===== src/rtl/vsg_pkg.sv =====
package vsg_pkg;
   // Marker carried in the top bits of the second byte of a register write
   localparam logic [1:0] REG_TAG = 2'b10;

   typedef enum logic [1:0] {
      ACT_PASS,
      ACT_TRAP,
      ACT_DROP
   } guard_act_e;
endpackage


===== src/rtl/vsg_seq.sv =====
// Control-port byte sequencer: pairs a data byte with a tagged register byte.
module vsg_seq #(
   parameter int DW = 8,
   parameter int AW = 6
) (
   input  logic          clk,
   input  logic          rst_n,
   input  logic          wr_en,
   input  logic [DW-1:0] wr_data,
   input  logic          ready,
   input  logic          stat_rd,
   output logic          req_valid,
   output logic [AW-1:0] req_reg,
   output logic [DW-1:0] req_data
);
   import vsg_pkg::*;

   if (DW != AW + 2) begin : g_bad_width
      initial $fatal(1, "vsg_seq: DW must equal AW + 2");
   end

   logic          second_q;
   logic [DW-1:0] first_q;
   logic          accept;

   assign accept = wr_en & ready & ~stat_rd;

   always_ff @(posedge clk) begin
      if (!rst_n) begin
         second_q <= 1'b0;
         first_q  <= '0;
      end else if (stat_rd) begin
         second_q <= 1'b0;
      end else if (accept) begin
         if (!second_q) first_q <= wr_data;
         second_q <= ~second_q;
      end
   end

   assign req_valid = accept & second_q & (wr_data[DW-1 -: 2] == REG_TAG);
   assign req_reg   = wr_data[AW-1:0];
   assign req_data  = first_q;
endmodule


===== src/rtl/vsg_gate.sv =====
// Guard policy: pass, trap-and-hold, or drop each decoded register write.
module vsg_gate #(
   parameter int DW         = 8,
   parameter int AW         = 6,
   parameter int GUARD_BASE = 8
) (
   input  logic          clk,
   input  logic          rst_n,
   input  logic          req_valid,
   input  logic [AW-1:0] req_reg,
   input  logic [DW-1:0] req_data,
   input  logic          guard_en,
   input  logic          guard_drop,
   input  logic          approve,
   input  logic          deny,
   output logic          ready,
   output logic          fault,
   output logic [AW-1:0] hold_reg,
   output logic [DW-1:0] hold_data,
   output logic          fwd_we,
   output logic [AW-1:0] fwd_reg,
   output logic [DW-1:0] fwd_data
);
   import vsg_pkg::*;

   localparam int NREG = 1 << AW;
   localparam logic [AW-1:0] GB = AW'(GUARD_BASE);

   if (GUARD_BASE < 0 || GUARD_BASE >= NREG) begin : g_bad_base
      initial $fatal(1, "vsg_gate: GUARD_BASE outside register range");
   end

   guard_act_e act;
   always_comb begin
      if (guard_en && (req_reg >= GB)) act = guard_drop ? ACT_DROP : ACT_TRAP;
      else                             act = ACT_PASS;
   end

   always_ff @(posedge clk) begin
      if (!rst_n) begin
         fault     <= 1'b0;
         hold_reg  <= '0;
         hold_data <= '0;
         fwd_we    <= 1'b0;
         fwd_reg   <= '0;
         fwd_data  <= '0;
      end else begin
         fwd_we <= 1'b0;
         if (fault) begin
            if (deny) begin
               fault <= 1'b0;
            end else if (approve) begin
               fault    <= 1'b0;
               fwd_we   <= 1'b1;
               fwd_reg  <= hold_reg;
               fwd_data <= hold_data;
            end
         end else if (req_valid) begin
            case (act)
               ACT_PASS: begin
                  fwd_we   <= 1'b1;
                  fwd_reg  <= req_reg;
                  fwd_data <= req_data;
               end
               ACT_TRAP: begin
                  fault     <= 1'b1;
                  hold_reg  <= req_reg;
                  hold_data <= req_data;
               end
               default: ;
            endcase
         end
      end
   end

   assign ready = ~fault;
endmodule


===== src/rtl/vsg_store.sv =====
// Shadow register file with one dirty flag per entry.
module vsg_store #(
   parameter int DW = 8,
   parameter int AW = 6
) (
   input  logic            clk,
   input  logic            rst_n,
   input  logic            we,
   input  logic [AW-1:0]   wreg,
   input  logic [DW-1:0]   wdata,
   input  logic            dirty_clr,
   input  logic [AW-1:0]   rd_reg,
   output logic [DW-1:0]   rd_data,
   output logic            rd_dirty,
   output logic [(1<<AW)-1:0] dirty_vec
);
   localparam int NREG = 1 << AW;

   logic [DW-1:0] ent_val [NREG];

   for (genvar i = 0; i < NREG; i++) begin : g_ent
      logic [DW-1:0] val_q;
      logic          dirty_q;
      logic          hit;
      assign hit = we && (wreg == AW'(i));
      always_ff @(posedge clk) begin
         if (!rst_n) begin
            val_q   <= '0;
            dirty_q <= 1'b0;
         end else if (hit) begin
            val_q   <= wdata;
            dirty_q <= 1'b1;
         end else if (dirty_clr) begin
            dirty_q <= 1'b0;
         end
      end
      assign ent_val[i]   = val_q;
      assign dirty_vec[i] = dirty_q;
   end

   assign rd_data  = ent_val[rd_reg];
   assign rd_dirty = dirty_vec[rd_reg];
endmodule


===== src/rtl/vreg_shadow_guard.sv =====
module vreg_shadow_guard #(
   parameter int DW         = 8,
   parameter int AW         = 6,
   parameter int GUARD_BASE = 8
) (
   input  logic          clk,
   input  logic          rst_n,
   input  logic          cpu_wr_en,
   input  logic [DW-1:0] cpu_wr_data,
   output logic          cpu_wr_ready,
   input  logic          cpu_stat_rd,
   input  logic          guard_en,
   input  logic          guard_drop,
   output logic          fault,
   output logic [AW-1:0] fault_reg,
   output logic [DW-1:0] fault_data,
   input  logic          fault_approve,
   input  logic          fault_deny,
   output logic          vdp_we,
   output logic [AW-1:0] vdp_reg,
   output logic [DW-1:0] vdp_data,
   input  logic [AW-1:0] sh_rd_reg,
   output logic [DW-1:0] sh_rd_data,
   output logic          sh_rd_dirty,
   input  logic          dirty_clr
);
   localparam int NREG = 1 << AW;

   logic          req_valid;
   logic [AW-1:0] req_reg;
   logic [DW-1:0] req_data;
   logic [NREG-1:0] dirty_vec;

   vsg_seq #(.DW(DW), .AW(AW)) u_seq (
      .clk(clk), .rst_n(rst_n),
      .wr_en(cpu_wr_en), .wr_data(cpu_wr_data),
      .ready(cpu_wr_ready), .stat_rd(cpu_stat_rd),
      .req_valid(req_valid), .req_reg(req_reg), .req_data(req_data)
   );

   vsg_gate #(.DW(DW), .AW(AW), .GUARD_BASE(GUARD_BASE)) u_gate (
      .clk(clk), .rst_n(rst_n),
      .req_valid(req_valid), .req_reg(req_reg), .req_data(req_data),
      .guard_en(guard_en), .guard_drop(guard_drop),
      .approve(fault_approve), .deny(fault_deny),
      .ready(cpu_wr_ready), .fault(fault),
      .hold_reg(fault_reg), .hold_data(fault_data),
      .fwd_we(vdp_we), .fwd_reg(vdp_reg), .fwd_data(vdp_data)
   );

   vsg_store #(.DW(DW), .AW(AW)) u_store (
      .clk(clk), .rst_n(rst_n),
      .we(vdp_we), .wreg(vdp_reg), .wdata(vdp_data),
      .dirty_clr(dirty_clr),
      .rd_reg(sh_rd_reg), .rd_data(sh_rd_data), .rd_dirty(sh_rd_dirty),
      .dirty_vec(dirty_vec)
   );
endmodule


===== config.mk =====
export PLATFORM = sky130hd
export DESIGN_NAME = vreg_shadow_guard
export DESIGN_NICKNAME = d
export VERILOG_FILES = /design/src/rtl/vsg_pkg.sv /design/src/rtl/vsg_seq.sv /design/src/rtl/vsg_gate.sv /design/src/rtl/vsg_store.sv /design/src/rtl/vreg_shadow_guard.sv
export SDC_FILE = /design/constraint.sdc
export NUM_CORES = 1
export LEC_CHECK = 0
export ABC_CLOCK_PERIOD_IN_PS = 2490
export BUFFER_PORTS_ARGS = -buffer_cell sky130_fd_sc_hd__buf_2
export CAP_MARGIN = 0
export CORE_AREA = 2 2 347 349
export CTS_BUF_LIST = sky130_fd_sc_hd__clkbuf_16
export CTS_CLUSTER_SIZE = 28
export DETAILED_ROUTE_END_ITERATION = 12
export DIE_AREA = 0 0 349 351
export PLACE_DENSITY = 0.38
export REMOVE_ABC_BUFFERS = 1
export SYNTH_ARGS = -nofsm -noshare
export SYNTH_HDL_FRONTEND = slang
export SYNTH_SLANG_ARGS = --single-unit
export TNS_END_PERCENT = 100

===== constraint.sdc =====
create_clock -name clk -period 2.49 [get_ports clk]
set_input_delay 0.249 -clock clk [delete_from_list [all_inputs] [get_ports clk]]
set_output_delay 0.249 -clock clk [all_outputs]
set_load 0.03 [all_outputs]

### Word level (Yosys, flattened, before mapping)

Cells that the tools add are included.

| storage, ports and cells | value |
|---|---|
| register bits after elaboration | 615 |
| bits of input ports | 23 |

| cells by class | value |
|---|---|
| bitwise gates (word level) | 9 |
| magnitude comparators | 3 |
| equal/unequal tests | 67 |
| muxes and demuxes | 92 |
| reductions and logical operators | 137 |

Operators with widths:

| cell | number |
|---|---|
| $eq 6x6->1 const B | 32 |
| $reduce_bool 2->1 | 66 |
| $eq 6x5->1 const B | 16 |
| $mux 1 | 76 |
| $logic_and 1x1->1 | 65 |
| $mux 8 | 7 |
| $bmux 8 s6 | 1 |
| $eq 6x4->1 const B | 8 |
| $mux 6 | 5 |
| $eq 6x3->1 const B | 4 |
| $eq 6x2->1 const B | 2 |
| $ge 7x7->1 const B | 1 |
| $lt 6x7->1 const B | 1 |
| $not 6->7 | 1 |
| $bmux 1 s6 | 1 |
| $eq 6x1->1 const B | 1 |
| $ge 6x4->1 const B | 1 |
| $logic_not 6->1 | 1 |
| $reduce_and 3->1 | 2 |
| $and 1x1->1 | 4 |
| $mux 2 | 2 |
| $ne 2x2->1 const B | 2 |
| $not 1->1 | 4 |
| $reduce_and 4->1 | 1 |
| 4 further kinds | 4 |

### Depth between registers and ports, before layout

| logic depth | value |
|---|---|
| word-level depth | 7 |
| gate-level depth with buffers | 9 |
| depth with buffers taken out | 5 |

### Hierarchy

A second synthesis with hierarchy kept.

| unflattened totals | value |
|---|---|
| cell total of the unflattened synthesis | 3029 |
| area total of the unflattened synthesis | 29315.6 um^2 |

Modules (own cells, without submodules):

| module | instances | sequential area each (um^2) | cells each | area each (um^2) |
|---|---|---|---|---|
| vsg_store | 1 | 11531.1 | 2830 | 27471.3 |
| vsg_gate | 1 | 600.6 | 149 | 1400.1 |
| vsg_seq | 1 | 180.2 | 50 | 444.2 |

### Worst setup path after synthesis

No wires, ideal clock.

| timing path | value |
|---|---|
| kind | input-to-output |
| start | input port sh_rd_reg[0] |
| end | output port sh_rd_data[5] |
| path slack | -32 ps |
| stages | 8 |
| data required time | 2241 ps |
| data arrival time | 2273 ps |
| cells stage by stage | buf_4 > buf_4 > buf_4 > buf_4 > nand2_1 > o22ai_1 > or4_1 > o21ai_0 |

| on the way | value |
|---|---|
| word-level cells in the longest chain between the ends | 4 |

RTL lines:

| item | RTL line | text |
|---|---|---|
| start, declared | vreg_shadow_guard.sv:22 | `input logic [AW-1:0] sh_rd_reg,` |
| $not 6->7 (not written as such) | vsg_store.sv:41 | `assign rd_data = ent_val[rd_reg];` |
| $bmux 8 s6 | vsg_store.sv:41 |  |
| $mux 8 (not written as such) (2 in series) | vsg_store.sv:41 |  |
| end, declared | vreg_shadow_guard.sv:23 | `output logic [DW-1:0] sh_rd_data,` |

No other way between the ends. The select of a mux whose other input is x is not followed.

### Final worst setup path

| timing path | value |
|---|---|
| start | register u_store.g_ent[10].val_q[2] |
| end | output port sh_rd_data[2] |

| on the way | value |
|---|---|
| word-level cells in the longest chain between the ends | 3 |

RTL lines:

| item | RTL line | text |
|---|---|---|
| start, declared | vsg_store.sv:22 | `logic [DW-1:0] val_q;` |
| start signal, assigned | vsg_store.sv:31 | `val_q <= wdata;` |
| $bmux 8 s6 | vsg_store.sv:41 |  |
| $mux 8 (not written as such) (2 in series) | vsg_store.sv:41 |  |

No other way between the ends. The select of a mux whose other input is x is not followed.

==> metrics.cfg <==
[run_status]
status=finished with violations
violations=negative setup slack

[power]
clockPowerShare_pct=48.2
p_switching_mw=5.07
vdd_ir_drop_max_v=0.000380
p_per_area_mw_per_mm2=615
seqPwrFrac_pct=46.5
p_leak_nw=11.1
p_sw_share_pct=23.9
p_int_mw=16.1
combPwrFrac_pct=5.3

[worst_setup_path]
cp_max_fo=2
crit_type=reg2out
start_kind=flip-flop
end_kind=primary output
cp.required_ns=2.24
crit_arrival_ns=2.52

[place]
portBuffers=62
hpwlAfterDp_um=66200
preCtsSetupSlack_ns=-0.590
gp_congestion=0.834

[logic_synthesis]
syn_area_per_cell_um2=9.69
yosysTopAreaCellShare_pct=43.5
syn_area_mm2=0.0283
ys.flop_type=dfxtp_1
synth-edff-count=0
syn_inst=2923
synth.area.top_cells=dfxtp_1, mux4_2, a21boi_0, mux2i_1, nand3_1
synth_seq_cells=615
synth_cell_types=50
yosys.area.top_type=dfxtp_1
yosysWarnings=0
yosysSeqAreaShare_pct=43.5
synthArstFlopShare_pct=0

[finish]
fin_util_pct=29.0
biggestRegsByFlops=u_store.g_ent.val_q: 512 flops, u_store.g_ent.dirty_q: 64 flops
drive_gt1_share_pct=20.1
area_delta_synth_final_pct=21.8
nets=3019
diodes=0
regMostFlops=u_store.g_ent.val_q
largest_reg_flops=512

[floorplanning]
dieHeight_um=351
die_x_um=349
rows=127
core_mm2=0.119
io_pins=63
dieArea_mm2=0.122
start_util_pct=23.8

[cts]
clk_latency_ns=0.65
cts_tree=done
clk_path_buf_depth=3
clkTransAtPathRegs_ns=0.06
cts_num_sinks=615
cts_root_buf=clkbuf_16
htree_levels=3
cts_buffers=75

[drt]
vias_per_cell=4.86
ant_nets=0
wl_per_cell_um=21.9
drt-total-wl_um=101000
first_pass_iters=5
remaining_drc_errors=0
vias=22400
drt_iter0_drc=1519

[timing]
fin_worst_skew_ns=0.0211
finalCritPeriodShare_pct=111
period_needed_ns=2.77
drv_slew=0
rsz0062_at_grt=true
whs_ns=0.0714
setup_viol=9
fmax_ghz=0.362
tightest_slew_ns=0.652
hold_viol=0
slew_headroom_pct=56.5
setup_slack_ns=-0.275

[run]
cap_violations=0

[min_path]
min_path_type=in2reg

[grt]
grt_pass1_wl_um=152000
grt_max_degree=149
grt_pass1_vias=22700
antenna_found_initial=3
grt-ovfl-total=0
grt_use_total_pct=16.3

[kinds of logic (layout without fill, tap and decap cells)]
group | Yosys count | after routing | synth area share, %
AOI/OAI and AO/OA | 532 | 532 | 14.1
xor gates and xnor gates | 1 | 1 | 0.0309
buffers and inverters | 281 | 410 | 4.06
DFF | 615 | 615 | 43.5
muxes | 358 | 358 | 18.8
and+or+nand+nor | 1136 | 1136 | 19.6
[metal layers]
| metal | wire length, µm | GRT usage (%) | up-vias | part of all wire (%) |
|---|---|---|---|---|
| li1 | - | - | 10500 | - |
| met1 | 45800 | 21.4 | 11300 | 45 |
| met2 | 47400 | 26.8 | 493 | 47 |
| met3 | 4770 | 3.30 | 158 | 4.7 |
| met4 | 2930 | 5.30 | 2 | 2.9 |
| met5 | 13 | 0 | - | 0.013 |
[final cells by class]
| type | count | area [µm²] |
|---|---|---|
| clock buffer | 77 | 1930 |
| clock inverter | 56 | 317 |
| fill | 12300 | 84500 |
| inverter | 4 | 15.0 |
| multi-input combinational | 2027 | 15300 |
| sequential | 615 | 12400 |
| tap | 1548 | 1940 |
| timing repair buffer | 273 | 2600 |
[critical path, stage by stage, from the launching register on]
cell	delay [ns]
dfxtp_1	0.36
mux4_2	0.26
o22ai_1	0.13
or4_4	0.61
o21ai_1	0.20
buf_4	0.18
buf_6	0.13
[timing repair]
action	4_1_cts	5_1_grt
setup buffers	1	0
hold buffers	12	0
pin swaps	13	13
hold endpoints to repair	28	0
endpoints found under the setup margin	9	9
gates resized for setup	80	34
[layout by cell type, fill, tap and decap left out, types with 14 or more instances in the layout]
cell type,instances
nor2_4,15
a21boi_0,408
buf_4,153
nand2b_1,57
o21a_1,21
inv_1,27
buf_2,48
dfxtp_1,584
clkinv_1,18
mux4_2,137
buf_12,45
nor2b_1,184
o22ai_1,25
mux2i_1,207
clkbuf_16,77
o211a_1,14
nand3_1,355
nand2_1,466
dfxtp_2,23
[stage by stage]
step / total power, mW / cell area [µm²] / cells / TNS, ns
global route: 22.0 / 34500 / 4600 / -2.10
detailed placement: 11.1 / 31700 / 4459 / -2.77
CTS: 21.5 / 34300 / 4602 / -2.17
global placement: 11.1 / 31700 / 4459 / -2.85
floorplan: 10.4 / 27200 / 2646 / -1050.61
finish: 21.2 / 34500 / 4600 / -1.41
[cell usage after synthesis, types with 21 or more instances]
library cell,n
nand2b_1,57
mux4_2,137
o21a_1,21
nor2b_1,184
buf_2,34
a21boi_0,408
o22ai_1,26
mux2i_1,212
nand3_1,355
clkbuf_1,217
nand2_1,472
dfxtp_1,615
[final timing paths]
check                                   from                    endpoint  slack (ns)  cells past startpoint
setup / recovery  u_store.g_ent[10].val_q[2]               sh_rd_data[2]       -0.28                      6
hold / removal                     cpu_wr_en              u_seq.second_q        0.07                      4
setup reg to reg           u_gate.fwd_reg[0]  u_store.g_ent[13].val_q[0]        0.36                      5
hold reg to reg   u_store.g_ent[36].val_q[3]  u_store.g_ent[36].val_q[3]        0.46                      2
[power groups by stage]
stage          sequential (mW)  clock, mW  combinational (mW)
2_1_floorplan             10.1          0               0.362
3_3_place_gp              10.1          0                1.05
3_5_place_dp              10.1          0                1.05
4_1_cts                   9.86       10.6                1.12
5_1_grt                   9.85       10.9                1.19
6_report                  9.86       10.2                1.12
No activity file was read; power rests on OpenSTA's default activity.
